### config.mk
export PLATFORM = sky130hd
export DESIGN_NAME = ob_level_err
export DESIGN_NICKNAME = d
export VERILOG_FILES = /design/src/rtl/ob_level_err.sv
export SDC_FILE = /design/constraint.sdc
export NUM_CORES = 1
export LEC_CHECK = 0
export BUFFER_PORTS_ARGS = -buffer_cell sky130_fd_sc_hd__clkbuf_2
export CORE_UTILIZATION = 40
export DETAILED_ROUTE_END_ITERATION = 7
export MAX_ROUTING_LAYER = met4
export PLACE_DENSITY_LB_ADDON = 0.08
export SETUP_SLACK_MARGIN = 0.02
export SLEW_MARGIN = 5
export SYNTH_ARGS = -nofsm -noshare
export SYNTH_HDL_FRONTEND = slang
export SYNTH_SLANG_ARGS = --single-unit
### constraint.sdc
create_clock -name clk -period 5 [get_ports clk]
set_clock_uncertainty 0.1 [all_clocks]
set_input_delay 0.25 -clock clk [delete_from_list [all_inputs] [get_ports clk]]
set_output_delay 0.25 -clock clk [all_outputs]
set_load 0.01 [all_outputs]
### src/rtl/ob_level_err.sv
module ob_level_err #(
  parameter int DW      = 10,
  parameter int CLIP    = 127,
  parameter int LOGN    = 4,
  parameter int TW      = 6,
  parameter int EW      = 8,
  parameter int TGT_RST = 32
) (
  input  logic                 clk,
  input  logic                 rst_n,
  input  logic [DW-1:0]        adc_in,
  input  logic                 cal_win,
  input  logic                 tgt_we,
  input  logic [TW-1:0]        tgt_wdata,
  output logic [DW-1:0]        pix_out,
  output logic signed [EW-1:0] err_out,
  output logic                 err_vld
);
  localparam int NPIX = 1 << LOGN;
  localparam int AW   = $clog2(CLIP + 1) + LOGN;
  localparam int CW   = LOGN + 1;
  localparam int KW   = $clog2(LOGN);

  logic          win_d;
  logic [CW-1:0] cnt;
  logic [AW-1:0] acc, psum;
  logic [KW-1:0] pk;
  logic [TW-1:0] tgt;

  function automatic logic [KW-1:0] flog(input logic [CW-1:0] v);
    flog = '0;
    for (int i = 0; i < CW - 1; i++)
      if (v[i]) flog = KW'(i);
  endfunction

  wire [DW-1:0] clip   = (adc_in > DW'(CLIP)) ? DW'(CLIP) : adc_in;
  wire          rise   = cal_win & ~win_d;
  wire          take   = cal_win & (rise | (cnt < CW'(NPIX)));
  wire [CW-1:0] cnt_nx = rise ? CW'(1) : cnt + CW'(1);
  wire [AW-1:0] acc_nx = (rise ? '0 : acc) + AW'(clip);
  wire          full   = take & (cnt_nx == CW'(NPIX));
  wire          early  = win_d & ~cal_win & (cnt != '0) & (cnt < CW'(NPIX));
  wire          pow2   = ((cnt_nx & (cnt_nx - CW'(1))) == '0) && (cnt_nx < CW'(NPIX));
  wire [AW-1:0] avg    = full ? (acc_nx >> LOGN) : (psum >> pk);
  wire signed [EW-1:0] err = $signed(EW'(avg)) - $signed(EW'(tgt));

  always_ff @(posedge clk) begin
    if (!rst_n) begin
      win_d   <= 1'b0;
      cnt     <= '0;
      acc     <= '0;
      psum    <= '0;
      pk      <= '0;
      tgt     <= TW'(TGT_RST);
      pix_out <= '0;
      err_out <= '0;
      err_vld <= 1'b0;
    end else begin
      win_d   <= cal_win;
      pix_out <= adc_in;
      err_vld <= full | early;
      if (full | early) err_out <= err;
      if (take) begin
        acc <= acc_nx;
        cnt <= cnt_nx;
        if (pow2) begin
          psum <= acc_nx;
          pk   <= flog(cnt_nx);
        end
      end
      if (tgt_we) tgt <= tgt_wdata;
    end
  end

  a_r9_single_pulse: assert property (@(posedge clk) disable iff (!rst_n)
    err_vld |=> !err_vld);
  a_r9_hold: assert property (@(posedge clk) disable iff (!rst_n)
    !err_vld |-> $stable(err_out) || $past(!rst_n));
  a_r8_range: assert property (@(posedge clk) disable iff (!rst_n)
    err_vld |-> ($signed(err_out) >= -$signed(EW'((1 << TW) - 1))));
  a_r3_rise_no_result: assert property (@(posedge clk) disable iff (!rst_n)
    $rose(cal_win) |=> !err_vld);
  a_r4_count_bound: assert property (@(posedge clk) disable iff (!rst_n)
    cnt <= CW'(NPIX));
endmodule

==> impl_metrics.py <==
metrics = {
    "outcome": {
        "status": "completed",
    },
    "final_layout": {
        "post-route-util_pct": 46.70,
        "final_cell_mix": "dfxtp_1 (55), nand2_1 (45), clkbuf_2 (38)",
        "layout_commonest_cell": "dfxtp_1",
        "regArea_um2": 1101,
        "diodes": 0,
        "syn2layout_area_growth_pct": 12.58,
        "fin_nets": 421,
        "drive_gt1_share_pct": 18.06,
        "multiInputGateArea_um2": 2027,
        "final.fill_count": 770,
    },
    "power": {
        "power_leakage_nw": 1.608,
        "comb_power_share_pct": 31.6,
        "clock_power_share_pct": 27.9,
        "power_frac_seq_pct": 40.5,
        "p_sw_share_pct": 31.48,
        "powerDensity_nw_per_um2": 352.9,
        "p_int_uw": 877.0,
        "p_switching_uw": 402.9,
        "vdd_drop_max_uv": 171.2,
    },
    "placement": {
        "hpwlAfterDp_mm": 5.129,
        "place.gp.congestion": 0.8502,
        "io_buffers": 38,
        "dp_slack_ns": 0.5194,
    },
    "global_routing": {
        "gr-usage-all-layers_pct": 18.30,
        "grtUsageMet2_pct": 29.20,
        "busiest_layer": "met2",
        "antenna_found_initial": 0,
        "first_global_vias": 2408,
        "grt_pass1_wl_mm": 11.90,
        "grt_max_degree": 59,
        "grtUsageMet3_pct": 3.151,
        "met1_usage_pct": 24.09,
        "grt_overflow_total": 0,
    },
    "critical_path": {
        "crit_family": "adder cells",
        "path_max_fanout": 15,
        "crit_path_max_incr_delay_ns": 0.43,
        "crit_required_ns": 5.12,
        "path_buf_inv": 1,
        "reg2reg_from": "win_d",
        "cp-end-kind": "flop",
        "cp_data_arrival_time_ns": 4.60,
        "crit_type": "flop to flop",
        "critPathLaunch": "win_d",
        "crit_chain": "nand2b_1 > and2_1 > ha_1 > fa_1 > nand3_1 > and2_1 > xnor2_1 > mux2i_1 > ha_1 > inv_1 > fa_1 > a211oi_1 > o21bai_1 > a21oi_1 > xnor3_1 > o221a_2",
        "critPathSlowestCell": "xnor3_1",
        "start_kind": "flop",
    },
    "yosys": {
        "synth_edf_count": 0,
        "syn-cell-area_um2": 3222,
        "syn_inst": 348,
        "ys_seq_area_share_pct": 34.17,
        "synth_seq_cells": 55,
        "async_flop_share_pct": 0,
        "synthDistinctLibCells": 51,
        "yosysWarnings": 0,
        "syn_area_per_cell_um2": 9.258,
        "synth_top_flop_cell": "dfxtp_1",
    },
    "clock_tree": {
        "htree_levels": 2,
        "post_cts_buffers": 0,
        "worstSkewPairLatency_ns": 0.32,
        "clockBufferDepth": 2,
        "clk_pin_slew_ns": 0.10,
        "cts_resized": 0,
        "cts_tree": "yes",
        "cts_made_buffers": 5,
        "root_buffer": "clkbuf_8",
        "clock_sinks": 55,
        "holdBufCountCts": 0,
    },
    "timing": {
        "hold_viol_final": 0,
        "fmax_mhz": 223.2,
        "slew_headroom_pct": 32.17,
        "tns_ns": 0,
        "worst_slack_ns": 0.5202,
        "worstMarginPinSlew_ns": 1.017,
        "report.final.slew_viol_count": 0,
        "rsz0062_at_grt": "no",
        "period_needed_ns": 4.480,
        "timing.final.crit_share_pct": 89.60,
        "setup_violations": 0,
    },
    "floorplanning": {
        "coreArea_um2": 7767,
        "fp.dieArea_um2": 8417,
        "die_x_um": 91.75,
        "start_util_pct": 41.48,
        "io_pins": 39,
        "fp.dieH_um": 91.75,
        "std_cell_rows": 32,
    },
    "run": {
        "cap_violations": 0,
    },
    "drt": {
        "wire_per_inst_um": 14.34,
        "dr.pass1.iters": 4,
        "drc": 0,
        "vias": 2495,
        "drtAntennaViolNets": 0,
        "drt_wl_total_mm": 6.940,
        "drt_iter0_drc": 66,
        "drt-vias-per-instance": 5.155,
    },
    "hold_path": {
        "min_from": "adc_in[0]",
        "hp-class": "input port to flop",
    },
}
[area by class of cell]
type,count,share of cell area [%]
flip-flops and latches,55,30.36
repair buffers,39,5.450
clock buffers,5,1.897
clock inverters,3,1.863
well taps,102,3.518
multi-input cells,270,55.88
inverters,10,1.035
[flip-flops by register name, indices dropped and copies added, names as in the netlist]
name and cells:
cnt 5, acc 11, win_d 1, psum 11, err_out 8, err_vld 1
pk 2, pix_out 10, tgt 6
[synth_stat cells, drive strengths merged, types with 3 or more instances]
cell type,number,area [um^2]
o21bai,3,22.52
o211a,8,80.08
mux2,4,48.79
inv,10,37.54
o21a,6,45.04
nor2,6,22.52
xor2,5,43.79
mux4,8,180.2
a21boi,13,97.59
nor3,6,30.03
o21ai,11,58.81
clkbuf,10,37.54
dfxtp,55,1101
nand2b,8,50.05
a21oi,10,50.05
and3,3,23.77
and2,29,181.4
xnor2,8,70.07
o211ai,4,30.03
ha,18,225.2
buf,5,26.27
a211oi,5,37.54
nor2b,14,87.58
nand2,47,181.4
nand3,13,65.06
a21o,3,22.52
mux2i,12,120.1
[per-layer routing]
metal  part of all wire, %  vias up
met4                   1.1        0
li1                      -     1295
met3                   2.6       10
met2                    45       27
met5                     0        -
met1                    51     1163
[logic make-up after synthesis]
group | count (synthesis) | share of synthesized area (%)
muxes | 24 | 10.83
AOI/OAI and AO/OA | 76 | 17.40
buffers and inverters | 25 | 3.146
xor gates and xnor gates | 14 | 4.233
and+or+nand+nor | 133 | 21.86
DFF | 55 | 34.17
adders and majority gates | 20 | 8.233
other | 1 | 0.1164
[worst paths after layout]
check                    end  slack [ns]  cells after the start
setup / recovery  err_out[6]        0.52                     16
hold / removal    pix_out[0]        0.04                      2
setup reg to reg  err_out[6]        0.52                     16
hold reg to reg       acc[8]        0.37                      2
[through the flow]
step / area, um^2 / std cells / power, mW / hold slack, ns
5_1_grt: 3627 / 484 / 1.367 / 0.03844
3_5_place_dp: 3491 / 476 / 0.9352 / 0.3581
2_1_floorplan: 3229 / 350 / 0.8404 / 0.2717
4_1_cts: 3627 / 484 / 1.295 / 0.03029
3_3_place_gp: 3491 / 476 / 0.9277 / 0.3503
6_report: 3627 / 484 / 1.280 / 0.03768
[power by group through the flow]
stage	Clock (mW)	Sequential [mW]	Combinational (mW)
after floorplan	0	0.515	0.325
after global placement	0	0.526	0.401
after detailed placement	0	0.529	0.407
after CTS	0.367	0.519	0.409
after global routing	0.388	0.526	0.453
final	0.357	0.518	0.405
No activity file was read; power rests on OpenSTA's default activity.
